[config.mk]
export PLATFORM = sky130hd
export DESIGN_NAME = int_alu
export DESIGN_NICKNAME = d
export VERILOG_FILES = /design/src/rtl/int_alu_pkg.sv /design/src/rtl/int_alu_decode.sv /design/src/rtl/int_alu_adder.sv /design/src/rtl/int_alu_logic.sv /design/src/rtl/int_alu.sv
export SDC_FILE = /design/constraint.sdc
export NUM_CORES = 1
export LEC_CHECK = 0
export BUFFER_PORTS_ARGS = -buffer_cell sky130_fd_sc_hd__buf_2
export CAP_MARGIN = 15
export CORE_ASPECT_RATIO = 0.6
export CORE_MARGIN = 8
export CORE_UTILIZATION = 55
export DETAILED_ROUTE_END_ITERATION = 6
export GPL_ROUTABILITY_DRIVEN = 0
export PLACE_DENSITY = 0.79
export SYNTH_ARGS = -nofsm -noshare
export SYNTH_HDL_FRONTEND = slang
export SYNTH_SLANG_ARGS = --single-unit
[constraint.sdc]
create_clock -name clk -period 5.9 [get_ports clk]
set_input_delay 1.18 -clock clk [delete_from_list [all_inputs] [get_ports clk]]
set_output_delay 1.18 -clock clk [all_outputs]
set_load 0.01 [all_outputs]
[src/rtl/int_alu_pkg.sv]
package int_alu_pkg;

    typedef enum logic [3:0] {
        OP_AND   = 4'd0,
        OP_XOR   = 4'd1,
        OP_SUB   = 4'd2,
        OP_RSUB  = 4'd3,
        OP_ADD   = 4'd4,
        OP_ADDC  = 4'd5,
        OP_SUBC  = 4'd6,
        OP_RSUBC = 4'd7,
        OP_TEST  = 4'd8,
        OP_TEQV  = 4'd9,
        OP_CMP   = 4'd10,
        OP_CMPN  = 4'd11,
        OP_OR    = 4'd12,
        OP_MOVE  = 4'd13,
        OP_CLR   = 4'd14,
        OP_MOVN  = 4'd15
    } alu_op_e;

    typedef enum logic [1:0] {
        CIN_ZERO = 2'd0,
        CIN_ONE  = 2'd1,
        CIN_FLAG = 2'd2
    } cin_sel_e;

    typedef enum logic [2:0] {
        LF_AND  = 3'd0,
        LF_XOR  = 3'd1,
        LF_OR   = 3'd2,
        LF_CLR  = 3'd3,
        LF_PASS = 3'd4,
        LF_INV  = 3'd5
    } logic_fn_e;

    typedef struct packed {
        logic      is_arith;
        logic      writes;
        logic      flags_forced;
        logic      inv_x;
        logic      inv_y;
        cin_sel_e  cin_sel;
        logic_fn_e lfn;
    } alu_ctrl_t;

endpackage

[src/rtl/int_alu_decode.sv]
module int_alu_decode
    import int_alu_pkg::*;
(
    input  logic [3:0] op_code,
    output alu_ctrl_t  ctrl
);

    alu_op_e op;
    assign op = alu_op_e'(op_code);

    always_comb begin
        ctrl              = '0;
        ctrl.cin_sel      = CIN_ZERO;
        ctrl.lfn          = LF_AND;
        ctrl.writes       = 1'b1;
        unique case (op)
            OP_ADD, OP_CMPN: begin
                ctrl.is_arith = 1'b1;
            end
            OP_ADDC: begin
                ctrl.is_arith = 1'b1;
                ctrl.cin_sel  = CIN_FLAG;
            end
            OP_SUB, OP_CMP: begin
                ctrl.is_arith = 1'b1;
                ctrl.inv_y    = 1'b1;
                ctrl.cin_sel  = CIN_ONE;
            end
            OP_SUBC: begin
                ctrl.is_arith = 1'b1;
                ctrl.inv_y    = 1'b1;
                ctrl.cin_sel  = CIN_FLAG;
            end
            OP_RSUB: begin
                ctrl.is_arith = 1'b1;
                ctrl.inv_x    = 1'b1;
                ctrl.cin_sel  = CIN_ONE;
            end
            OP_RSUBC: begin
                ctrl.is_arith = 1'b1;
                ctrl.inv_x    = 1'b1;
                ctrl.cin_sel  = CIN_FLAG;
            end
            OP_AND, OP_TEST: ctrl.lfn = LF_AND;
            OP_XOR, OP_TEQV: ctrl.lfn = LF_XOR;
            OP_OR:           ctrl.lfn = LF_OR;
            OP_CLR:          ctrl.lfn = LF_CLR;
            OP_MOVE:         ctrl.lfn = LF_PASS;
            OP_MOVN:         ctrl.lfn = LF_INV;
            default:         ctrl.lfn = LF_AND;
        endcase
        if (op == OP_TEST || op == OP_TEQV || op == OP_CMP || op == OP_CMPN) begin
            ctrl.writes       = 1'b0;
            ctrl.flags_forced = 1'b1;
        end
    end

endmodule

[src/rtl/int_alu_adder.sv]
module int_alu_adder #(
    parameter int WIDTH = 32
) (
    input  logic [WIDTH-1:0] x,
    input  logic [WIDTH-1:0] y,
    input  logic             cin,
    output logic [WIDTH-1:0] sum,
    output logic             cout,
    output logic             ovf
);

    localparam int EXT = WIDTH + 1;
    localparam int MSB = WIDTH - 1;

    logic [EXT-1:0] wide;

    always_comb begin
        wide = {1'b0, x} + {1'b0, y} + {{(EXT-1){1'b0}}, cin};
        sum  = wide[MSB:0];
        cout = wide[WIDTH];
        ovf  = (x[MSB] == y[MSB]) && (wide[MSB] != x[MSB]);
    end

endmodule

[src/rtl/int_alu_logic.sv]
module int_alu_logic
    import int_alu_pkg::*;
#(
    parameter int WIDTH = 32
) (
    input  logic [WIDTH-1:0] a,
    input  logic [WIDTH-1:0] b,
    input  logic_fn_e        lfn,
    output logic [WIDTH-1:0] y
);

    for (genvar i = 0; i < WIDTH; i++) begin : g_bit
        always_comb begin
            unique case (lfn)
                LF_AND:  y[i] = a[i] & b[i];
                LF_XOR:  y[i] = a[i] ^ b[i];
                LF_OR:   y[i] = a[i] | b[i];
                LF_CLR:  y[i] = a[i] & ~b[i];
                LF_PASS: y[i] = b[i];
                LF_INV:  y[i] = ~b[i];
                default: y[i] = a[i] & b[i];
            endcase
        end
    end

endmodule

[src/rtl/int_alu.sv]
module int_alu
    import int_alu_pkg::*;
#(
    parameter int WIDTH = 32
) (
    input  logic             clk,
    input  logic             rst_n,
    input  logic [3:0]       op_code,
    input  logic             set_flags,
    input  logic [WIDTH-1:0] opnd_a,
    input  logic [WIDTH-1:0] opnd_b,
    input  logic             shift_carry,
    input  logic             flag_n,
    input  logic             flag_z,
    input  logic             flag_c,
    input  logic             flag_v,
    output logic [WIDTH-1:0] res_q,
    output logic             res_we_q,
    output logic             nf_n_q,
    output logic             nf_z_q,
    output logic             nf_c_q,
    output logic             nf_v_q
);

    localparam int MSB = WIDTH - 1;

    alu_ctrl_t        ctrl;
    logic [WIDTH-1:0] add_x, add_y, add_sum, log_y, value_d;
    logic             add_cin, add_cout, add_ovf, upd_d;
    logic             n_d, z_d, c_d, v_d;
    logic             primed_q;

    int_alu_decode u_dec (
        .op_code (op_code),
        .ctrl    (ctrl)
    );

    always_comb begin
        add_x = ctrl.inv_x ? ~opnd_a : opnd_a;
        add_y = ctrl.inv_y ? ~opnd_b : opnd_b;
        unique case (ctrl.cin_sel)
            CIN_ONE:  add_cin = 1'b1;
            CIN_FLAG: add_cin = flag_c;
            default:  add_cin = 1'b0;
        endcase
    end

    int_alu_adder #(.WIDTH(WIDTH)) u_add (
        .x    (add_x),
        .y    (add_y),
        .cin  (add_cin),
        .sum  (add_sum),
        .cout (add_cout),
        .ovf  (add_ovf)
    );

    int_alu_logic #(.WIDTH(WIDTH)) u_log (
        .a   (opnd_a),
        .b   (opnd_b),
        .lfn (ctrl.lfn),
        .y   (log_y)
    );

    always_comb begin
        value_d = ctrl.is_arith ? add_sum : log_y;
        upd_d   = set_flags | ctrl.flags_forced;
        n_d     = flag_n;
        z_d     = flag_z;
        c_d     = flag_c;
        v_d     = flag_v;
        if (upd_d) begin
            n_d = value_d[MSB];
            z_d = (value_d == '0);
            c_d = ctrl.is_arith ? add_cout : shift_carry;
            v_d = ctrl.is_arith ? add_ovf : flag_v;
        end
    end

    always_ff @(posedge clk) begin
        if (!rst_n) begin
            res_q    <= '0;
            res_we_q <= 1'b0;
            nf_n_q   <= 1'b0;
            nf_z_q   <= 1'b0;
            nf_c_q   <= 1'b0;
            nf_v_q   <= 1'b0;
            primed_q <= 1'b0;
        end else begin
            res_q    <= value_d;
            res_we_q <= ctrl.writes;
            nf_n_q   <= n_d;
            nf_z_q   <= z_d;
            nf_c_q   <= c_d;
            nf_v_q   <= v_d;
            primed_q <= 1'b1;
        end
    end


    no_write_flagonly_chk: assert property (@(posedge clk) disable iff (!rst_n)
        (primed_q && $past(op_code[3:2] == 2'b10)) |-> !res_we_q);


    flags_hold_chk: assert property (@(posedge clk) disable iff (!rst_n)
        (primed_q && !$past(set_flags) && $past(op_code[3:2] != 2'b10)) |->
        ({nf_n_q, nf_z_q, nf_c_q, nf_v_q} ==
         $past({flag_n, flag_z, flag_c, flag_v})));


    zero_flag_chk: assert property (@(posedge clk) disable iff (!rst_n)
        (primed_q && $past(set_flags)) |->
        (nf_z_q == (res_q == '0)) && (nf_n_q == res_q[MSB]));


    logic_v_keep_chk: assert property (@(posedge clk) disable iff (!rst_n)
        (primed_q && ($past(op_code) inside {4'd0, 4'd1, 4'd8, 4'd9, 4'd12, 4'd13, 4'd14, 4'd15}))
        |-> (nf_v_q == $past(flag_v)));


    write_en_chk: assert property (@(posedge clk) disable iff (!rst_n)
        (primed_q && $past(op_code[3:2] != 2'b10)) |-> res_we_q);

endmodule

Yosys cells after proc, flatten, opt, wreduce, memory -nomap -nowiden --
Cells that the tools add are included.
Operators by class: add/sub/neg operators 2, equality and inequality tests 24, mux-type cells 48, bitwise logic cells 163, reduce and logical (&&, ||, !) cells 11
Operators with widths (number):
- $pmux 1 s5 | 32
- $mux 32 | 3
- $and 1x1->1 | 64
- $not 32->32 | 2
- $add 32x32->33 | 1
- $add 33x1->33 | 1
- $or 1x1->1 | 33
- $eq 4x4->1 const B | 8
- $logic_not 32->1 | 1
- $not 1->1 | 32
- $xor 1x1->1 | 32
- $eq 4x3->1 const B | 4
- $pmux 3 s5 | 1
- $mux 1 | 9
- $reduce_or 3->1 | 3
- $eq 4x2->1 const B | 2
- $reduce_or 8->1 | 1
- $eq 3x2->1 const B | 2
- $eq 3x3->1 const B | 2
- $eq 4x1->1 const B | 1
- $pmux 2 s2 | 1
- $reduce_or 2->1 | 2
- $eq 3x1->1 const B | 1
- $logic_or 1x1->1 | 3
- 7 further kinds | 7
Storage, ports and cells: bits in registers 37, input bits 76, output and inout bits 37, word-level logic and storage cells 254

Longest topological paths before layout --
word-level depth 10, mapped depth 22, depth with buffers taken out 19

By module --
A second synthesis with hierarchy kept.
Second synthesis, totals: cells, all modules 883, area total of the unflattened synthesis 6590.1 um2
By module, submodules not included:
- int_alu_logic | times used 1, cells each 413, area each 2626.3 um2, seq. area each 0.0 um2
- int_alu | times used 1, cells each 225, area each 2188.3 um2, seq. area each 740.7 um2
- int_alu_adder | times used 1, cells each 228, area each 1686.6 um2, seq. area each 0.0 um2
- int_alu_decode | times used 1, cells each 17, area each 88.8 um2, seq. area each 0.0 um2

Worst setup path before layout --
No wires, ideal clock.
path kind input-to-reg, from in op_code[3], to reg nf_z_q, library setup time 0.069 ns, data arrival time 4.855 ns, required time 5.831 ns, setup slack 0.976 ns, stages 21, buffers on the path 6, cells stage by stage buf_2 -> and2_4 -> buf_6 -> buf_2 -> buf_1 -> nor2_1 -> nand2_1 -> buf_2 -> xnor2_1 -> ha_1 -> buf_4 -> nand4_1 -> or3_1 -> or3_1 -> and3_4 -> o31ai_1 -> a21oi_1 -> xnor2_1 -> o21ai_0 -> nand4_1 -> o21ai_1
On the way: longest elaborated chain between the ends 9, elaborated cells on any way between the ends 78, classes of those cells add/sub (2); eq/ne (22); mux (43); bitwise (1); reduce/logical (10)
Ends and longest elaborated chain:
- start, declared | line int_alu.sv:8 | input logic [3:0] op_code,
- $eq 4x2->1 (tied with other cells) | line int_alu_decode.sv:16 | unique case (op)
- $reduce_or 3->1 (no line) or $reduce_or 2->1 (tied branches)
- $mux 1 or $pmux 2 s2 (tied branches) | line int_alu_decode.sv:16
- $mux 32 (tied with other cells) | line int_alu.sv:40 | add_y = ctrl.inv_y ? ~opnd_b : opnd_b;
- $add 32x32->33 or $pmux 1 s2 (tied branches) | line int_alu_adder.sv:18, int_alu.sv:41
- $add 33x1->33 | line int_alu_adder.sv:18 | wide = {1'b0, x} + {1'b0, y} + {{(EXT-1){1'b0}}, cin};
- $mux 32 | line int_alu.sv:65 | value_d = ctrl.is_arith ? add_sum : log_y;
- $logic_not 32->1 | line int_alu.sv:73 | z_d = (value_d == '0);
- $mux 1 (*) | line int_alu.sv:71 | if (upd_d) begin
- end signal, assigned | line int_alu.sv:92 | nf_z_q <= z_d;
- end, declared | line int_alu.sv:20 | output logic nf_z_q,
Every way passes the cells marked *; elsewhere a longest branch is shown, timed or not. A chain may end at the register's enable or synchronous reset.

Worst setup path after layout --
Ends and elaborated chain as after synthesis.

==> out/metrics.yaml <==
arrival_ns: 5.30
synth_seq_cells: 37
syn_area_um2: 6480
antenna_found_initial: 0
seq_power_share_pct: 19.7
min_period_ns: 5.09
power.total_uw: 1510
h-tree-depth: 2
fillers: 1090
slew_viol_final: 0
rows: 30
ant_nets: 0
hold_start: "flag_n"
pwr-share-clk_pct: 19.3
yosys_warnings: 0
postLayoutCellArea_um2: 7180
vias: 7078
min_path_cells: 3
synth_xor_area_share_pct: 16.5
synthToLayoutAreaGrowth_pct: 10.8
p_sw_uw: 668
hold_buffers: 0
layout.cells.non_filler: 1132
cts_buffers: 5
cp.required_ns: 6.11
clockBufferDepth: 2
end_kind: "flop"
netlist_instances: 891
multi_input_area_um2: 5070
regArea_um2: 741
routed_wl_mm: 22.6
die_w_um: 156
grt_max_degree: 34
synthArstFlopShare_pct: 0
worstSetupPathType: "input pin to flop"
yosys.area_share.simple_pct: 18.4
ys_seq_area_share_pct: 11.4
synth-compound-area-share_pct: 28.9
synth_fa_ha_area_share_pct: 13.2
clk_pin_slew_ns: 0.05
wl_per_cell_um: 20.0
finalSetupTns_ns: 0
drtIter0Drc: 899
fin_nets: 1114
dpl-instance-area_um2: 7020
startpoint_type: "input pin"
cts_setup_buffers: 0
cts_num_sinks: 37
post_cts_resized: 0
cts_tree: "yes"
power.internal_uw: 841
postSynthAreaPerCell_um2: 7.28
viasPerCell: 6.25
place_ws_ns: 0.637
synthMuxAreaShare_pct: 1.14
first_pass_iters: 6
route.detailed.drc: 0
switching_share_pct: 44.3
overflow: 0
grt_usage_pct: 27.9
synth_top_flop_cell: "dfxtp_1"
max-cap-violations: 0
syn_nets: 1034
hpwl_mm: 18.0
irDropWorstVdd_mv: 0.155
combPwrFrac_pct: 60.9
worstMarginPinSlew_ns: 1.12
clock.fmax_mhz: 196
dp_cells: 1124
synth_edf_count: 0
synth.distinct_cells: 87
yosys.area.top_type_share_pct: 13.8
io_buffers: 112
fin_ws_ns: 0.808
io_pins: 113
synth_top_family_by_area: "compound AO/OA/AOI/OAI gates"
grt_pass1_wl_mm: 35.2
min_path_type: "input pin to flop"
dieArea_um2: 15600
status: "complete, no violations"
min_period_over_period_pct: 86.3
layout-drive-gt1-share_pct: 17.3
slew_headroom_pct: 25.4
core_um2: 11400
power.density_nw_per_um2: 210
synth.area.top_cells: "xnor2_1, ha_1, dfxtp_1"
rsz0062_at_grt: "no"
hold_end: "nf_n_q"
grt_pass1_vias: 6425
cts-root-buf: "clkbuf_16"
path_max_fanout: 30
antenna_cells: 0
hold_violations: 0
leakagePower_uw: 0.00326
die_h_um: 100
finalSetupViolCount: 0
start_util_pct: 56.8
synth.largest_area_cell: "xnor2_1"
-- layer usage --
metal	vias to the layer above	wire length, um	track usage (%)	share of wire (%)
met1	3197	9910	40.4	44
met3	29	4420	15.1	20
met5	-	0	0	0
li1	3327	-	-	-
met4	0	217	4.04	0.96
met2	525	8060	35.0	36
-- metrics by stage --
| step | hold WS, ns | util, % |
|---|---|---|
| 3_3_place_gp | 1.42 | 61.5 |
| 3_5_place_dp | 1.42 | 61.5 |
| 2_1_floorplan | 1.30 | - |
| 4_1_cts | 1.14 | 62.9 |
| 5_1_grt | 1.15 | 62.9 |
| 6_report | 1.15 | 62.9 |
-- registers in the layout, indices dropped and copies added, names as in the netlist --
| register | flops |
|---|---|
| nf_n_q | 1 |
| nf_z_q | 1 |
| res_we_q | 1 |
| nf_c_q | 1 |
| nf_v_q | 1 |
| res_q | 32 |
-- logic make-up after synthesis --
logic type	count (synthesis)
muxes	7
buffers and inverters	134
adders and majority gates	67
DFF	37
AOI/OAI and AO/OA	283
and+or+nand+nor	241
xor gates and xnor gates	122
-- worst max path at each step --
stage                   to  cells after the start        from  slack, ns
CTS                 nf_z_q                     19  op_code[2]       0.93
floorplan           nf_z_q                     21  op_code[3]       0.98
global route        nf_z_q                     18  op_code[3]       0.55
detailed placement  nf_z_q                     19  op_code[2]       0.64
global placement    nf_z_q                     17  op_code[2]       0.72
finish              nf_z_q                     18  op_code[3]       0.81
-- cell usage in the layout (no fill, tap or decap), drive strengths merged, types with 10 or more instances in the layout --
| cell type | synthesis | layout |
|---|---|---|
| a211oi | 13 | 13 |
| nor3 | 11 | 11 |
| xnor2 | 102 | 102 |
| and2 | 15 | 15 |
| inv | 75 | 75 |
| nand3 | 19 | 19 |
| nand2 | 61 | 61 |
| a21oi | 90 | 90 |
| a22oi | 14 | 14 |
| nor2 | 73 | 73 |
| o21ai | 52 | 52 |
| dfxtp | 37 | 37 |
| a21o | 10 | 10 |
| buf | 41 | 131 |
| ha | 65 | 65 |
| nand4 | 13 | 13 |
| xor2 | 20 | 20 |
| o22ai | 20 | 20 |
-- area by class of cell --
| class | count | area share [%] |
|---|---|---|
| clock inverters | 2 | 0.540 |
| clock buffers | 6 | 1.79 |
| multi-input cells | 720 | 70.6 |
| flip-flops and latches | 37 | 10.3 |
| repair buffers | 131 | 9.79 |
| well taps | 160 | 2.79 |
| inverters | 76 | 4.16 |
-- Yosys cell counts (all sizes together), types with 7 or more instances --
cell type and instances:
xor2 20, nor3 11, o21ai 52, a221oi 8, nand4 13, nand3 19, a21o 10, nor2b 9
xnor2 102, a211oi 13, nand2 61, a31oi 8, nor2 73, o21bai 7, a22oi 14, inv 75
and2 15, a21oi 90, ha 65, dfxtp 37, o31ai 9, clkbuf 16, o22ai 20, buf 41
and3 8
-- worst max-delay path: stages --
cell       delay, ns
buf_2           0.18
and2_4          0.43
nor2_1          0.12
nand2_2         0.32
xnor2_1         0.21
fa_1            0.23
inv_1           0.05
fa_1            0.41
a21o_1          0.25
a221oi_2        0.36
xnor2_1         0.12
a2bb2oi_1       0.25
nand3_1         0.11
nor4_1          0.32
nand4_1         0.15
nor4b_1         0.32
nand4_1         0.13
o21ai_1         0.13
-- power groups by stage --
stage	Sequential [uW]	Clock, uW	Combinational [uW]
after floorplan	325	0	614
after detailed placement	303	0	880
after CTS	298	298	884
final	298	292	919
after global routing	302	311	994
after global placement	302	0	872
Note: power is estimated with default switching activity, not from simulation.
